--- src/rtl/ser_out_pkg.sv ---
package ser_out_pkg;

    typedef enum logic [1:0] {
        ST_IDLE  = 2'd0,
        ST_SHIFT = 2'd1,
        ST_DRAIN = 2'd2
    } frame_state_e;

endpackage

--- src/rtl/sig_edge.sv ---
module sig_edge #(
    parameter bit RISING = 1'b1,
    parameter bit INIT   = 1'b0
) (
    input  logic clk,
    input  logic rst_n,
    input  logic sig_i,
    output logic edge_o
);

    logic prev_q;

    always_ff @(posedge clk or negedge rst_n) begin
        if (!rst_n) begin
            prev_q <= INIT;
        end else begin
            prev_q <= sig_i;
        end
    end

    generate
        if (RISING) begin : g_rise
            assign edge_o = sig_i & ~prev_q;
        end else begin : g_fall
            assign edge_o = ~sig_i & prev_q;
        end
    endgenerate

endmodule

--- src/rtl/result_bank.sv ---
module result_bank #(
    parameter int unsigned CH_COUNT = 8,
    parameter int unsigned RES_W    = 18
) (
    input  logic                      clk,
    input  logic                      rst_n,
    input  logic                      load_i,
    input  logic [CH_COUNT*RES_W-1:0] data_i,
    output logic [CH_COUNT*RES_W-1:0] data_o
);

    for (genvar g = 0; g < CH_COUNT; g++) begin : g_chan
        logic [RES_W-1:0] word_q;

        always_ff @(posedge clk or negedge rst_n) begin
            if (!rst_n) begin
                word_q <= '0;
            end else if (load_i) begin
                word_q <= data_i[g*RES_W +: RES_W];
            end
        end

        assign data_o[g*RES_W +: RES_W] = word_q;
    end

    // results change only on the busy falling edge
    p_load_on_fall_r1: assert property (@(posedge clk) disable iff (!rst_n)
        load_i |=> (data_o == $past(data_i)));

    p_hold_between_r1: assert property (@(posedge clk) disable iff (!rst_n)
        !load_i |=> $stable(data_o));

endmodule

--- src/rtl/frame_seq.sv ---
module frame_seq
    import ser_out_pkg::*;
#(
    parameter int unsigned CH_COUNT = 8,
    parameter int unsigned RES_W    = 18,
    localparam int unsigned BIT_W   = $clog2(RES_W),
    localparam int unsigned CH_W    = $clog2(CH_COUNT),
    localparam int unsigned FALL_W  = $clog2(RES_W + 1),
    localparam int unsigned HALF    = CH_COUNT / 2
) (
    input  logic             clk,
    input  logic             rst_n,
    input  logic             cs_n_i,
    input  logic             sclk_rise_i,
    input  logic             sclk_fall_i,
    input  logic             dual_mode_i,
    output frame_state_e     state_o,
    output logic [BIT_W-1:0] bit_o,
    output logic [CH_W-1:0]  ch_o,
    output logic             dual_o,
    output logic             first_o,
    output logic             active_o,
    output logic             shifting_o
);

    frame_state_e      state_q, state_d;
    logic [BIT_W-1:0]  bit_q;
    logic [CH_W-1:0]   ch_q;
    logic [FALL_W-1:0] fall_q;
    logic              dual_q;
    logic              first_q;
    logic              armed_q;
    logic              start;
    logic              advance;
    logic              word_end;
    logic              last_ch;
    logic [CH_W-1:0]   last_idx;

    assign start    = (state_q == ST_IDLE) && !cs_n_i;
    assign advance  = sclk_rise_i && armed_q;
    assign last_idx = dual_q ? CH_W'(HALF - 1) : CH_W'(CH_COUNT - 1);
    assign word_end = (bit_q == BIT_W'(RES_W - 1));
    assign last_ch  = (ch_q == last_idx);

    // next-state logic
    always_comb begin
        state_d = state_q;
        unique case (state_q)
            ST_IDLE: begin
                if (!cs_n_i) state_d = ST_SHIFT;
            end
            ST_SHIFT: begin
                if (cs_n_i)                          state_d = ST_IDLE;
                else if (advance && word_end && last_ch) state_d = ST_DRAIN;
            end
            ST_DRAIN: begin
                if (cs_n_i) state_d = ST_IDLE;
            end
            default: state_d = ST_IDLE;
        endcase
    end

    // state register
    always_ff @(posedge clk or negedge rst_n) begin
        if (!rst_n) begin
            state_q <= ST_IDLE;
        end else begin
            state_q <= state_d;
        end
    end

    // position counters and flag
    always_ff @(posedge clk or negedge rst_n) begin
        if (!rst_n) begin
            bit_q   <= '0;
            ch_q    <= '0;
            fall_q  <= '0;
            dual_q  <= 1'b0;
            first_q <= 1'b0;
            armed_q <= 1'b0;
        end else if (cs_n_i) begin
            bit_q   <= '0;
            ch_q    <= '0;
            fall_q  <= '0;
            first_q <= 1'b0;
            armed_q <= 1'b0;
        end else if (start) begin
            bit_q   <= '0;
            ch_q    <= '0;
            fall_q  <= '0;
            dual_q  <= dual_mode_i;
            first_q <= dual_mode_i;
            armed_q <= 1'b0;
        end else begin
            if (sclk_fall_i) begin
                armed_q <= 1'b1;
            end else if (sclk_rise_i) begin
                armed_q <= 1'b0;
            end
            if (sclk_fall_i && fall_q < FALL_W'(RES_W)) begin
                fall_q <= fall_q + 1'b1;
                if (fall_q == FALL_W'(RES_W - 1)) begin
                    first_q <= 1'b0;
                end
            end
            if (state_q == ST_SHIFT && advance) begin
                if (word_end) begin
                    bit_q <= '0;
                    if (!last_ch) ch_q <= ch_q + 1'b1;
                end else begin
                    bit_q <= bit_q + 1'b1;
                end
            end
        end
    end

    // outputs
    always_comb begin
        active_o   = 1'b0;
        shifting_o = 1'b0;
        unique case (state_q)
            ST_IDLE:  begin active_o = 1'b0; shifting_o = 1'b0; end
            ST_SHIFT: begin active_o = 1'b1; shifting_o = 1'b1; end
            ST_DRAIN: begin active_o = 1'b1; shifting_o = 1'b0; end
            default:  begin active_o = 1'b0; shifting_o = 1'b0; end
        endcase
    end

    assign state_o = state_q;
    assign bit_o   = bit_q;
    assign ch_o    = ch_q;
    assign dual_o  = dual_q;
    assign first_o = first_q;

    // bit position never leaves the word
    p_bit_range_r4: assert property (@(posedge clk) disable iff (!rst_n)
        bit_q < BIT_W'(RES_W));

    // a mid-word advance steps the position by one
    p_bit_step_r4: assert property (@(posedge clk) disable iff (!rst_n)
        (state_q == ST_SHIFT && !cs_n_i && advance && !word_end)
        |=> (bit_q == BIT_W'($past(bit_q) + 1'b1)));

    // a new frame begins at the first bit of the first channel
    p_restart_r10: assert property (@(posedge clk) disable iff (!rst_n)
        start |=> (bit_q == '0 && ch_q == '0 && state_q == ST_SHIFT));

    // the flag falls on the 18th serial-clock falling edge
    p_first_drop_r7: assert property (@(posedge clk) disable iff (!rst_n)
        (!cs_n_i && state_q != ST_IDLE && sclk_fall_i && fall_q == FALL_W'(RES_W - 1))
        |=> !first_q);

endmodule

--- src/rtl/lane_mux.sv ---
module lane_mux #(
    parameter int unsigned CH_COUNT = 8,
    parameter int unsigned RES_W    = 18,
    localparam int unsigned BIT_W   = $clog2(RES_W),
    localparam int unsigned CH_W    = $clog2(CH_COUNT),
    localparam int unsigned HALF    = CH_COUNT / 2
) (
    input  logic                      clk,
    input  logic                      rst_n,
    input  logic [CH_COUNT*RES_W-1:0] bank_i,
    input  logic [BIT_W-1:0]          bit_i,
    input  logic [CH_W-1:0]           ch_i,
    input  logic                      dual_i,
    input  logic                      active_i,
    input  logic                      shifting_i,
    output logic                      dout_a_o,
    output logic                      oe_a_o,
    output logic                      dout_b_o,
    output logic                      oe_b_o
);

    logic [RES_W-1:0] word [CH_COUNT];
    logic [BIT_W-1:0] pos;
    logic [CH_W-1:0]  ch_b;

    for (genvar g = 0; g < CH_COUNT; g++) begin : g_unpack
        assign word[g] = bank_i[g*RES_W +: RES_W];
    end

    assign pos  = BIT_W'(RES_W - 1) - bit_i;
    assign ch_b = dual_i ? (ch_i + CH_W'(HALF)) : ch_i;

    always_comb begin
        oe_a_o   = active_i && dual_i;
        oe_b_o   = active_i;
        dout_a_o = 1'b0;
        dout_b_o = 1'b0;
        if (shifting_i) begin
            dout_b_o = word[ch_b][pos];
            if (dual_i) dout_a_o = word[ch_i][pos];
        end
    end

    // past the last bit the lanes stay enabled and quiet
    p_drain_zero_r9: assert property (@(posedge clk) disable iff (!rst_n)
        (active_i && !shifting_i) |-> (!dout_a_o && !dout_b_o && oe_b_o));

endmodule

--- src/rtl/ser_out_shifter.sv ---
module ser_out_shifter
    import ser_out_pkg::*;
#(
    parameter int unsigned CH_COUNT = 8,
    parameter int unsigned RES_W    = 18,
    localparam int unsigned BIT_W   = $clog2(RES_W),
    localparam int unsigned CH_W    = $clog2(CH_COUNT),
    localparam int unsigned DATA_W  = CH_COUNT * RES_W
) (
    input  logic              clk,
    input  logic              rst_n,
    input  logic              busy,
    input  logic [DATA_W-1:0] conv_data,
    input  logic              dual_mode,
    input  logic              cs_n,
    input  logic              sclk,
    output logic              dout_a,
    output logic              oe_a,
    output logic              dout_b,
    output logic              oe_b,
    output logic              first_ch,
    output logic              first_oe
);

    logic              busy_fall;
    logic              sclk_rise;
    logic              sclk_fall;
    logic [DATA_W-1:0] bank;
    frame_state_e      state;
    logic [BIT_W-1:0]  bit_pos;
    logic [CH_W-1:0]   ch_pos;
    logic              dual_lat;
    logic              first_flag;
    logic              active;
    logic              shifting;

    sig_edge #(.RISING(1'b0), .INIT(1'b0)) i_busy_edge (
        .clk(clk), .rst_n(rst_n), .sig_i(busy), .edge_o(busy_fall)
    );

    sig_edge #(.RISING(1'b1), .INIT(1'b1)) i_sclk_rise (
        .clk(clk), .rst_n(rst_n), .sig_i(sclk), .edge_o(sclk_rise)
    );

    sig_edge #(.RISING(1'b0), .INIT(1'b1)) i_sclk_fall (
        .clk(clk), .rst_n(rst_n), .sig_i(sclk), .edge_o(sclk_fall)
    );

    result_bank #(.CH_COUNT(CH_COUNT), .RES_W(RES_W)) i_bank (
        .clk(clk), .rst_n(rst_n), .load_i(busy_fall),
        .data_i(conv_data), .data_o(bank)
    );

    frame_seq #(.CH_COUNT(CH_COUNT), .RES_W(RES_W)) i_seq (
        .clk(clk), .rst_n(rst_n), .cs_n_i(cs_n),
        .sclk_rise_i(sclk_rise), .sclk_fall_i(sclk_fall),
        .dual_mode_i(dual_mode), .state_o(state),
        .bit_o(bit_pos), .ch_o(ch_pos), .dual_o(dual_lat),
        .first_o(first_flag), .active_o(active), .shifting_o(shifting)
    );

    lane_mux #(.CH_COUNT(CH_COUNT), .RES_W(RES_W)) i_mux (
        .clk(clk), .rst_n(rst_n), .bank_i(bank),
        .bit_i(bit_pos), .ch_i(ch_pos), .dual_i(dual_lat),
        .active_i(active), .shifting_i(shifting),
        .dout_a_o(dout_a), .oe_a_o(oe_a), .dout_b_o(dout_b), .oe_b_o(oe_b)
    );

    assign first_ch = first_flag;
    assign first_oe = active;

    // deselect releases every enable
    p_hiz_deselect_r2: assert property (@(posedge clk) disable iff (!rst_n)
        cs_n |=> (!oe_a && !oe_b && !first_oe && state == ST_IDLE));

    // a single-lane frame never raises the flag
    p_single_no_first_r8: assert property (@(posedge clk) disable iff (!rst_n)
        (oe_b && !oe_a) |-> !first_ch);

    // lane A is silent in single-lane mode
    p_single_lane_a_r6: assert property (@(posedge clk) disable iff (!rst_n)
        (oe_b && !oe_a) |-> !dout_a);

endmodule

--- config.mk ---
export PLATFORM = sky130hd
export DESIGN_NAME = ser_out_shifter
export DESIGN_NICKNAME = d
export VERILOG_FILES = /design/src/rtl/ser_out_pkg.sv /design/src/rtl/sig_edge.sv /design/src/rtl/result_bank.sv /design/src/rtl/frame_seq.sv /design/src/rtl/lane_mux.sv /design/src/rtl/ser_out_shifter.sv
export SDC_FILE = /design/constraint.sdc
export NUM_CORES = 1
export LEC_CHECK = 0
export BUFFER_PORTS_ARGS = -buffer_cell sky130_fd_sc_hd__buf_2
export CAP_MARGIN = 40
export CORE_MARGIN = 4
export CORE_UTILIZATION = 56
export DETAILED_ROUTE_END_ITERATION = 16
export GPL_TIMING_DRIVEN = 0
export PLACE_DENSITY = 0.81
export SLEW_MARGIN = 25
export SYNTH_ARGS = -nofsm -noshare
export SYNTH_HDL_FRONTEND = slang
export SYNTH_SLANG_ARGS = --single-unit
--- constraint.sdc ---
create_clock -name clk -period 3.6 [get_ports clk]
set_input_delay 0.54 -clock clk [delete_from_list [all_inputs] [get_ports clk]]
set_output_delay 0.54 -clock clk [all_outputs]
set_load 0.05 [all_outputs]
==> run metrics <==
outcome=complete, no violations; TNS Setup=0 ns; largest net degree at the start of global routing=96; max-cap violations=0; reg-to-reg critical path startpoint=i_busy_edge.prev_q$_DFF_PN0_; CP max FO=10; net count after synthesis=778; Die Y=130 um; area share of the largest cell type after synthesis=48.8%; Critical Path Slowest Stage Cell=mux4_2; fill cell count=1018; FF+latch count, synth=164; count leader, synth=dfrtp_1; Remaining Overflow, GRT=0; final core occ=69.7%; # IOs=156; critical path's top delay family=compound AO/OA/AOI/OAI gates; Synth cell types=58; RSZ-0062 raised after global routing=false; largest cells by area after synthesis=dfrtp_1 (49%), mux2_2 (20%), mux4_2 (8.6%); final wirelength=22600 um; setup slack after placement=-0.148 ns; worst skew pair latency=0.43 ns; CP cell instances=buf_6 -> buf_12 -> mux2i_1 -> mux4_2 -> a222oi_1 -> nand3_1 -> a31oi_1 -> a32o_1 -> buf_4; post-CTS setup buffer count=0; GP Congestion=0.906; nature of the critical path endpoint=output port; R2R depth=5; Final Skew=0.00998 ns; Syn Inst Count=619; Reg area=0.00411 mm2; n_diodes=0; leak pwr=4.34 nW; Final Slew Violations=0; Starting Density=57.3%; full die area=0.0169 mm2; violation count after the first detailed-route iteration=472; CP arrival=2.95 ns; Via Count=5959; async set or reset register ratio after synthesis=100%; number of global-route vias before repair=6405; WS Path Type=reg -> out; relative slew slack=41.6%; non-filler cells, final=994; Final Setup Violations=0; Synth area leader=dfrtp_1; vias per inst=5.99; FMAX=0.286 GHz; top_reg_cell synth=dfrtp_1; period utilization=97.0%; DRC Markers=0; CTS clock-pin slew for the worst setup and hold paths=0.06 ns; critical path required time=3.06 ns; part of the Yosys area used for sequential elements=49.1%; first-pass GRT wire length=34700 um; htree depth=4; Critical Path Start Type=flip-flop; HP Class=in -> async; Max VDD drop=0.395 mV; GRT Util Overall=27.7%; r2r endpoint=i_bank.g_chan[7].word_q[1]$_DFFE_PN0P_; iteration count of the initial detailed-routing pass=5; Syn Std Cell Area=0.00836 mm2; Mean Syn Cell Area=13.5 um2; Inst Count DP=960; R2R Setup Slk=1.09 ns; CTS sink count=164; YS warnings=0; Multi-input gate area=0.00407 mm2; post-route ant nets=0; CP bufs+invs=3; clock root cell=clkbuf_16; hpwl dp=16900 um; initial antenna violation count=0; Final Hold Vio Count=0; CTS max path bufs=2; fraction of layout cells with a size suffix above 1=50.4%; Core Area=0.0146 mm2; Tot Pwr=0.00526 W; Slew @ Worst Pin=0.876 ns; port bufs=155; Final WS setup=0.109 ns; fin nets=956; Post-synth top cells=dfrtp_1 (163), mux2_2 (152), mux2i_1 (41); P&R area growth vs syn=21.6%; minimum clock period=3.49 ns; wire per inst=22.7 um; power per cell area=518 mW/mm2; CTS tree=done; Rows=44; Die X=130 um; CP startpoint=i_seq.ch_o[1]$_DFFE_PN0P_; Post-synth EDFFs=0; peak per-stage delay on the critical path=0.53 ns; Num CTS Buffers=17
[how the worst max path moves through the flow]
| stage | endpoint | cells after the start | slack [ns] |
|---|---|---|---|
| CTS | dout_b | 9 | 0.004 |
| finish | dout_a | 9 | 0.11 |
| global placement | i_bank.g_chan[0].word_q[16]$_DFFE_PN0P_ | 1 | -0.27 |
| global route | dout_b | 9 | 0.01 |
| detailed placement | dout_a | 9 | -0.15 |
| floorplan | dout_b | 8 | 0.32 |
[timing repair]
| action | 4_1_cts | 5_1_grt |
|---|---|---|
| hold buffers | 0 | 0 |
| setup endpoints to repair | 2 | 2 |
| gates cloned | 0 | 0 |
| pin swaps | 0 | 1 |
| gates resized for setup | 11 | 14 |
[layout by cell type (no fill, tap or decap), drive strengths merged, types with 3 or more instances in the layout]
| cell type | netlist | routed |
|---|---|---|
| and3 | 3 | 3 |
| inv | 11 | 17 |
| dfrtp | 163 | 163 |
| a21oi | 7 | 7 |
| o22ai | 6 | 6 |
| ha | 9 | 9 |
| a211oi | 3 | 3 |
| xnor2 | 6 | 6 |
| mux4 | 32 | 32 |
| clkinv | 1 | 4 |
| nand2 | 31 | 31 |
| clkbuf | 24 | 46 |
| and2 | 3 | 3 |
| buf | 17 | 174 |
| mux2i | 41 | 41 |
| o21ai | 9 | 9 |
| nand3 | 10 | 10 |
| nor2b | 4 | 4 |
| nor3 | 4 | 4 |
| nor2 | 30 | 30 |
| xor2 | 4 | 4 |
| mux2 | 159 | 159 |
| a31oi | 4 | 4 |
| a22oi | 4 | 4 |
[routing by layer]
layer	track usage, %	share of wire (%)	vias to the layer above
met2	45.3	50	223
met4	8.68	1.8	0
met3	5.89	6.9	31
met5	0	0	-
met1	37.3	41	3057
li1	-	-	2648
[sequential cells by signal, indices dropped and copies added, names as in the netlist]
signal,cells
i_sclk_fall.prev_q,1
i_seq.dual_o,1
i_seq.bit_o,5
i_seq.ch_o,3
i_seq.state_o,2
i_seq.first_o,1
i_seq.armed_q,1
i_bank.g_chan.word_q,144
i_busy_edge.prev_q,1
i_seq.fall_q,5
[where the power goes]
| part | switching, W | total, W | internal [W] | leakage [nW] |
|---|---|---|---|---|
| logic | 0.000572 | 0.00114 | 0.000567 | 2.08 |
| clock network | 0.000775 | 0.00187 | 0.00109 | 0.300 |
| registers | 0.000156 | 0.00226 | 0.00210 | 1.96 |
| total | 0.00150 | 0.00526 | 0.00376 | 4.34 |
[cell families after synthesis]
group                    share of synthesized area (%)
flip-flops                                        49.1
multiplexers                                      34.9
AO/OA/AOI/OAI                                     4.76
adder cells (fa/ha/maj)                           1.35
buffers and inverters                             3.32
AND/OR/NAND/NOR                                   5.30
XOR/XNOR                                          1.23
[per-stage QoR]
step	instance area [um2]	hold WS, ns
finish	10200	0.0547
global route	10200	0.0954
CTS	10100	0.0773
detailed placement	9420	0.491
global placement	9370	0.483
floorplan	8360	0.244
[layout make-up]
type / count / share of cell area (%)
Sequential cell: 164 / 40.4
Multi-Input combinational cell: 402 / 40.0
Clock buffer: 20 / 4.59
Tap cell: 184 / 2.26
Clock inverter: 12 / 1.39
Buffer: 41 / 2.54
Inverter: 12 / 0.455
Timing Repair Buffer: 159 / 8.38
[worst register-to-register path: stages (launching register included)]
cell,delay (ns)
dfrtp_1,0.32
nor2b_1,0.12
clkbuf_1,0.30
clkbuf_1,0.51
clkbuf_1,0.72
mux2_2,0.42
(Power assumes the default switching activity.)
